File: src/rtl/mclk_ratio_det_pkg.sv
package mclk_ratio_det_pkg;
  typedef enum logic [1:0] {
    RATIO_256 = 2'd0,
    RATIO_384 = 2'd1,
    RATIO_512 = 2'd2
  } ratio_e;

  localparam int NUM_RATIOS = 3;

  // nominal period in master cycles for ratio index i, given the base count
  function automatic int ratio_period(input int base, input int idx);
    return (base * (idx + 2)) / 2;
  endfunction
endpackage

File: src/rtl/crd_period_meter.sv
module crd_period_meter
  import mclk_ratio_det_pkg::*;
#(
  parameter int BASE    = 256,
  parameter int TOL     = 2,
  parameter int TIMEOUT = 1024,
  localparam int CW     = $clog2(TIMEOUT + 1)
) (
  input  logic   clk_i,
  input  logic   rst_ni,
  input  logic   frame_i,
  output logic   rise_o,
  output logic   stall_o,
  output logic   meas_vld_o,
  output logic   meas_ok_o,
  output ratio_e meas_code_o
);
  localparam logic [CW-1:0] CNT_MAX = CW'(TIMEOUT);

  logic          frm_q;
  logic          have_ref_q;
  logic [CW-1:0] cnt_q;
  logic [NUM_RATIOS-1:0] hit;
  logic          ok_d;
  ratio_e        code_d;

  assign rise_o  = frame_i & ~frm_q;
  assign stall_o = (cnt_q == CNT_MAX) & ~rise_o;

  for (genvar i = 0; i < NUM_RATIOS; i++) begin : g_win
    localparam int TGT = ratio_period(BASE, i);
    assign hit[i] = (int'(cnt_q) + TOL >= TGT) && (int'(cnt_q) <= TGT + TOL);
  end

  always_comb begin
    ok_d   = 1'b1;
    code_d = RATIO_256;
    unique casez (hit)
      3'b??1:  code_d = RATIO_256;
      3'b?10:  code_d = RATIO_384;
      3'b100:  code_d = RATIO_512;
      default: ok_d   = 1'b0;
    endcase
  end

  always_ff @(posedge clk_i or negedge rst_ni) begin
    if (!rst_ni) begin
      frm_q       <= 1'b0;
      have_ref_q  <= 1'b0;
      cnt_q       <= '0;
      meas_vld_o  <= 1'b0;
      meas_ok_o   <= 1'b0;
      meas_code_o <= RATIO_256;
    end else begin
      frm_q      <= frame_i;
      meas_vld_o <= rise_o & have_ref_q;
      if (rise_o) begin
        cnt_q       <= CW'(1);
        meas_ok_o   <= ok_d;
        meas_code_o <= code_d;
      end else if (cnt_q != CNT_MAX) begin
        cnt_q <= cnt_q + CW'(1);
      end
      if (stall_o)     have_ref_q <= 1'b0;
      else if (rise_o) have_ref_q <= 1'b1;
    end
  end
endmodule

File: src/rtl/crd_lock_ctrl.sv
module crd_lock_ctrl
  import mclk_ratio_det_pkg::*;
(
  input  logic   clk_i,
  input  logic   rst_ni,
  input  logic   stall_i,
  input  logic   meas_vld_i,
  input  logic   meas_ok_i,
  input  ratio_e meas_code_i,
  output logic   locked_o,
  output ratio_e ratio_o,
  output logic   mute_o
);
  ratio_e cand_q;
  logic   cand_vld_q;
  logic   grace_q;

  assign mute_o = ~locked_o | grace_q;

  always_ff @(posedge clk_i or negedge rst_ni) begin
    if (!rst_ni) begin
      cand_q     <= RATIO_256;
      cand_vld_q <= 1'b0;
      locked_o   <= 1'b0;
      grace_q    <= 1'b0;
      ratio_o    <= RATIO_256;
    end else if (stall_i) begin
      cand_vld_q <= 1'b0;
      locked_o   <= 1'b0;
      grace_q    <= 1'b0;
    end else if (meas_vld_i) begin
      grace_q <= 1'b0;
      if (!meas_ok_i) begin
        cand_vld_q <= 1'b0;
        locked_o   <= 1'b0;
      end else if (cand_vld_q && meas_code_i == cand_q) begin
        if (!locked_o) begin
          locked_o <= 1'b1;
          grace_q  <= 1'b1;   // mute one more frame after relock
          ratio_o  <= meas_code_i;
        end
      end else begin
        cand_q     <= meas_code_i;
        cand_vld_q <= 1'b1;
        locked_o   <= 1'b0;
      end
    end
  end
endmodule

File: src/rtl/crd_rate_gen.sv
module crd_rate_gen
  import mclk_ratio_det_pkg::*;
(
  input  logic   clk_i,
  input  logic   rst_ni,
  input  logic   rise_i,
  input  ratio_e ratio_i,
  output logic   en_o
);
  logic [1:0] ph_q, ph_cur, ph_nxt;
  logic       fire;

  assign ph_cur = rise_i ? 2'd0 : ph_q;

  always_comb begin
    unique case (ratio_i)
      RATIO_384: begin
        fire   = (ph_cur != 2'd2);
        ph_nxt = (ph_cur == 2'd2) ? 2'd0 : ph_cur + 2'd1;
      end
      RATIO_512: begin
        fire   = (ph_cur == 2'd0);
        ph_nxt = (ph_cur == 2'd0) ? 2'd1 : 2'd0;
      end
      default: begin
        fire   = 1'b1;
        ph_nxt = 2'd0;
      end
    endcase
  end

  always_ff @(posedge clk_i or negedge rst_ni) begin
    if (!rst_ni) begin
      ph_q <= 2'd0;
      en_o <= 1'b0;
    end else begin
      ph_q <= ph_nxt;
      en_o <= fire;
    end
  end
endmodule

File: src/rtl/mclk_ratio_det.sv
module mclk_ratio_det
  import mclk_ratio_det_pkg::*;
#(
  parameter int BASE    = 256,
  parameter int TOL     = 2,
  parameter int TIMEOUT = 1024
) (
  input  logic       clk_i,
  input  logic       rst_ni,
  input  logic       frame_i,
  output logic       en256_o,
  output logic [1:0] ratio_o,
  output logic       locked_o,
  output logic       mute_o
);
  logic   rise, stall, meas_vld, meas_ok;
  ratio_e meas_code, ratio;

  crd_period_meter #(.BASE(BASE), .TOL(TOL), .TIMEOUT(TIMEOUT)) u_meter (
    .clk_i      (clk_i),
    .rst_ni     (rst_ni),
    .frame_i    (frame_i),
    .rise_o     (rise),
    .stall_o    (stall),
    .meas_vld_o (meas_vld),
    .meas_ok_o  (meas_ok),
    .meas_code_o(meas_code)
  );

  crd_lock_ctrl u_lock (
    .clk_i      (clk_i),
    .rst_ni     (rst_ni),
    .stall_i    (stall),
    .meas_vld_i (meas_vld),
    .meas_ok_i  (meas_ok),
    .meas_code_i(meas_code),
    .locked_o   (locked_o),
    .ratio_o    (ratio),
    .mute_o     (mute_o)
  );

  crd_rate_gen u_rate (
    .clk_i  (clk_i),
    .rst_ni (rst_ni),
    .rise_i (rise),
    .ratio_i(ratio),
    .en_o   (en256_o)
  );

  assign ratio_o = ratio;
endmodule

File: config.mk
export PLATFORM = sky130hd
export DESIGN_NAME = mclk_ratio_det
export DESIGN_NICKNAME = d
export VERILOG_FILES = /design/src/rtl/mclk_ratio_det_pkg.sv /design/src/rtl/crd_period_meter.sv /design/src/rtl/crd_lock_ctrl.sv /design/src/rtl/crd_rate_gen.sv /design/src/rtl/mclk_ratio_det.sv
export SDC_FILE = /design/constraint.sdc
export NUM_CORES = 1
export LEC_CHECK = 0
export BUFFER_PORTS_ARGS = -buffer_cell sky130_fd_sc_hd__buf_2
export CORE_MARGIN = 2
export CORE_UTILIZATION = 59
export CTS_CLUSTER_SIZE = 40
export DETAILED_ROUTE_END_ITERATION = 16
export PLACE_DENSITY = 0.73
export SETUP_SLACK_MARGIN = 0.5
export SLEW_MARGIN = 20
export SYNTH_ARGS = -nofsm -noshare
export SYNTH_HDL_FRONTEND = slang
export SYNTH_HIERARCHICAL = 1
export SYNTH_SLANG_ARGS = --single-unit
File: constraint.sdc
create_clock -name clk_i -period 2.74 [get_ports clk_i]
set_clock_uncertainty 0.1 [all_clocks]
set_input_delay 0.137 -clock clk_i [delete_from_list [all_inputs] [get_ports clk_i]]
set_output_delay 0.137 -clock clk_i [all_outputs]
set_load 0.005 [all_outputs]
==> impl_results.md <==
- Status: finished, final reports clean
- VDD IR max: 0.000550 V
- Kind of end point of the critical path: flip-flop
- Synthesized cell area: 1520 um2
- Worst Setup Start Kind: flip-flop
- Drt wl/cell: 15.5 um
- Syn avg cell area: 10.4 um2
- Post-DRT Antenna Nets: 0
- Initial Utilization: about three fifths
- Ys Warns: 6
- HP Class: input port to async pin
- Distinct cells, synth: 42
- CTS tree: done
- Net switching share of the total power: 34.1%
- Crit path kind: flip-flop to flip-flop
- Share of layout cells above drive strength 1: 20.8%
- CTS sink count: 27
- Port bufs: 7
- Syn nets: between 150 and 200
- Worst-Margin Slew: 0.578 ns
- Post-synth top flop: dfrtp_1
- Final Hold Vio Count: 0
- Placer Congestion: between 0.8 and 0.9
- Async SR Flop Fraction: 100%
- Fillers: 204
- DIE HEIGHT: around 55 um
- CTS clk-pin slew, worst paths: between 0.1 and 0.15 ns
- MaxCap Viol Count: 0
- Critical Path Max Stage Delay: ~0.46 ns
- N_diodes: 0
- Via count: ~1100
- Die Wd: 54.8 um
- CP max-delay cell: dfrtp_2
- Seq pwr share: between 50% and 60%
- Arr. time, crit path: between 2 and 2.5 ns
- All-Layer GR Usage: 22.7%
- Worst Path Required: 2.85 ns
- Routed wire length: between 2000 and 3000 um
- Io pins: 8
- RSZ-0062 raised after global routing: no
- Switching pwr: 0.323 mW
- Initial antenna violation count: 0
- Worst-Skew Late Latency: 0.31 ns
- Share of the synthesized area in the top cell type: 44.4%
- CTS buffer count: 3
- Endpoints failing setup: 0
- Fin. max-slew vios: 0
- Slew headroom: between 60% and 70%
- DRT iter0 DRCs: 21
- Row count: 18
- Initial DRT Pass Iterations: 3
- Internal: between 0.6 and 0.7 mW
- Hpwl dp: a little over 2000 um
- Combinational power share: 28.4%
- Sequential fraction of the synthesis area: 44.4%
- Die area: 3000 um2
- Overflow after GRT: 0
- Cell Chain, Critical Path: inv_1, ha_1, nor4bb_2, nand3_1, nor2_4, and3b_4, and4_4, mux2_4
- H-tree lvl count: 1
- Power density cells: between 500 and 600 nW/um2
- Post-synthesis register bit count: 27
- Root Driver: clkbuf_4
- Crit Path Max Fanout: 5
- Clock share of power: roughly 17%
- Area growth from synthesis to layout: 9.70%
- Vias in the first global route: 1064
- Fmax: between 400 and 500 MHz
- Post-synth EDFFs: 0
- Maximum root-to-sink buffer count: 2
- Setup_tns: 0 ns
- Hold_ws: between 0.2 and 0.25 ns
- Synth area leader: dfrtp_1
- Core area: 2450 um2
- Top cells by area, synth: dfrtp_1 44%, ha_1 5.8%, nor2_1 4.2%
- R2r startpoint: u_meter/cnt_q[1]
- First-pass GRT wire length: 4860 um
- Layout net count: between 150 and 200
- Synth Instances: roughly 150
- Largest net degree at the start of global routing: 28
- Drt drc: 0
- CP startpoint: u_meter/cnt_q[1]
- Min cycle time layout: 2.18 ns
- Leakage: around 0.74 nW
- Fin crit share: 79.6%
- Vias per cell: 5.78
-- layout make-up --
class	count	area (um2)	share of cell area [%]
sequential	27	678	40.6
multi-input combinational	109	820	49.1
timing repair buffer	13	85.1	5.10
inverter	6	22.5	1.35
tap	30	37.5	2.25
clock buffer	4	26.3	1.57
-- synth_stat cells, types with 2 or more instances --
| cell | n |
|---|---|
| dfrtp_1 | 27 |
| nor2_1 | 17 |
| nand2_1 | 11 |
| nand2b_1 | 8 |
| ha_1 | 7 |
| inv_1 | 6 |
| nand4_1 | 6 |
| xor2_1 | 6 |
| a21oi_1 | 5 |
| nand3_1 | 5 |
| mux2_2 | 3 |
| mux2_4 | 3 |
| o21ai_1 | 3 |
| and2_1 | 2 |
| and3_1 | 2 |
| and3_2 | 2 |
| and4b_1 | 2 |
| buf_2 | 2 |
| nor2b_1 | 2 |
| nor4bb_1 | 2 |
| o211ai_1 | 2 |
| o21ai_0 | 2 |
| xnor2_1 | 2 |
| xnor2_2 | 2 |
-- registers in the layout, summed over array words and instances (netlist names), 2 cells and up --
register	cells
u_meter/cnt_q	11
u_rate/ph_q	2
u_meter/meas_code_o	2
u_lock/ratio_o	2
u_lock/cand_q	2
-- metal layers --
layer	track usage [%]	part of all wire, %	up-vias
li1	-	-	542
met1	31.0	49	542
met2	37.3	48	7
met3	3.28	1.6	2
met4	6.25	0.51	0
met5	0	0	-
-- worst max-delay path: cells and delay by family, from the launching register on --
kind | cells | cell delay, ns
mux | 1 | 0.29
flops | 1 | 0.46
buf+inv | 1 | 0.11
fa+ha+maj | 1 | 0.16
simple gates | 5 | 0.96
-- power by group through the flow --
stage	Clock (mW)	Sequential, mW	Combinational, mW
2_1_floorplan	0	0.494	0.169
3_3_place_gp	0	0.508	0.218
3_5_place_dp	0	0.515	0.231
4_1_cts	0.174	0.507	0.233
5_1_grt	0.189	0.524	0.299
6_report	0.163	0.515	0.269
-- path summary, 6_finish.rpt --
kind | endpoint | slack (ns) | depth (start not counted)
worst max-delay path | u_lock/ratio_o[1] | 0.56 | 8
worst min-delay path | u_lock/ratio_o[0] | 0.24 | 2
worst max register to register | u_lock/ratio_o[1] | 0.56 | 8
worst min register to register | u_rate/ph_q[1] | 0.38 | 1
max in group asynchronous | u_meter/cnt_q[1] | 1.90 | 2
min in group clk_i | u_meter/frm_q | 0.37 | 2
-- kinds of logic (layout without fill, tap and decap cells) --
group	Yosys count	in the layout	share of synthesized area, %
compound gates	19	19	9.46
xor+xnor	10	10	6.74
fa+ha+maj	7	7	5.76
buf+inv	11	23	3.21
flops	27	27	44.4
mux	7	7	5.84
simple gates	66	66	24.6
-- cells in the final DEF, fill, tap and decap left out, drive strengths merged, types with 2 or more instances in the layout --
cell,synthesis,final
ha,7,7
o21ai,5,5
a21oi,5,5
nor2b,2,2
nand2b,8,8
buf,3,11
and2,2,2
clkbuf,2,4
nand3,5,5
nor4bb,2,2
dlygate4sd3,0,2
and3,4,4
and4,2,2
nand4,6,6
o211ai,2,2
xnor2,4,4
nand2,11,11
xor2,6,6
mux2,6,6
and4b,2,2
nor2,17,17
dfrtp,27,27
inv,6,6
-- per-stage QoR --
step / util [%] / power (mW) / worst slack [ns] / cells / area, um2
4_1_cts: 66.5 / 0.914 / 0.541 / 187 / 1630
5_1_grt: 68.0 / 1.01 / 0.481 / 189 / 1670
3_5_place_dp: 64.6 / 0.745 / 0.564 / 181 / 1590
6_report: 68.0 / 0.948 / 0.558 / 189 / 1670
2_1_floorplan: - / 0.663 / 0.508 / 147 / 1520
3_3_place_gp: 64.6 / 0.726 / 0.628 / 181 / 1590
-- repair_timing --
action	CTS	global route
hold buffers	2	0
endpoints found under the hold margin	28	0
endpoints found under the setup margin	0	3
setup buffers	0	2
gates resized for setup	0	6
(Power assumes the default switching activity.)
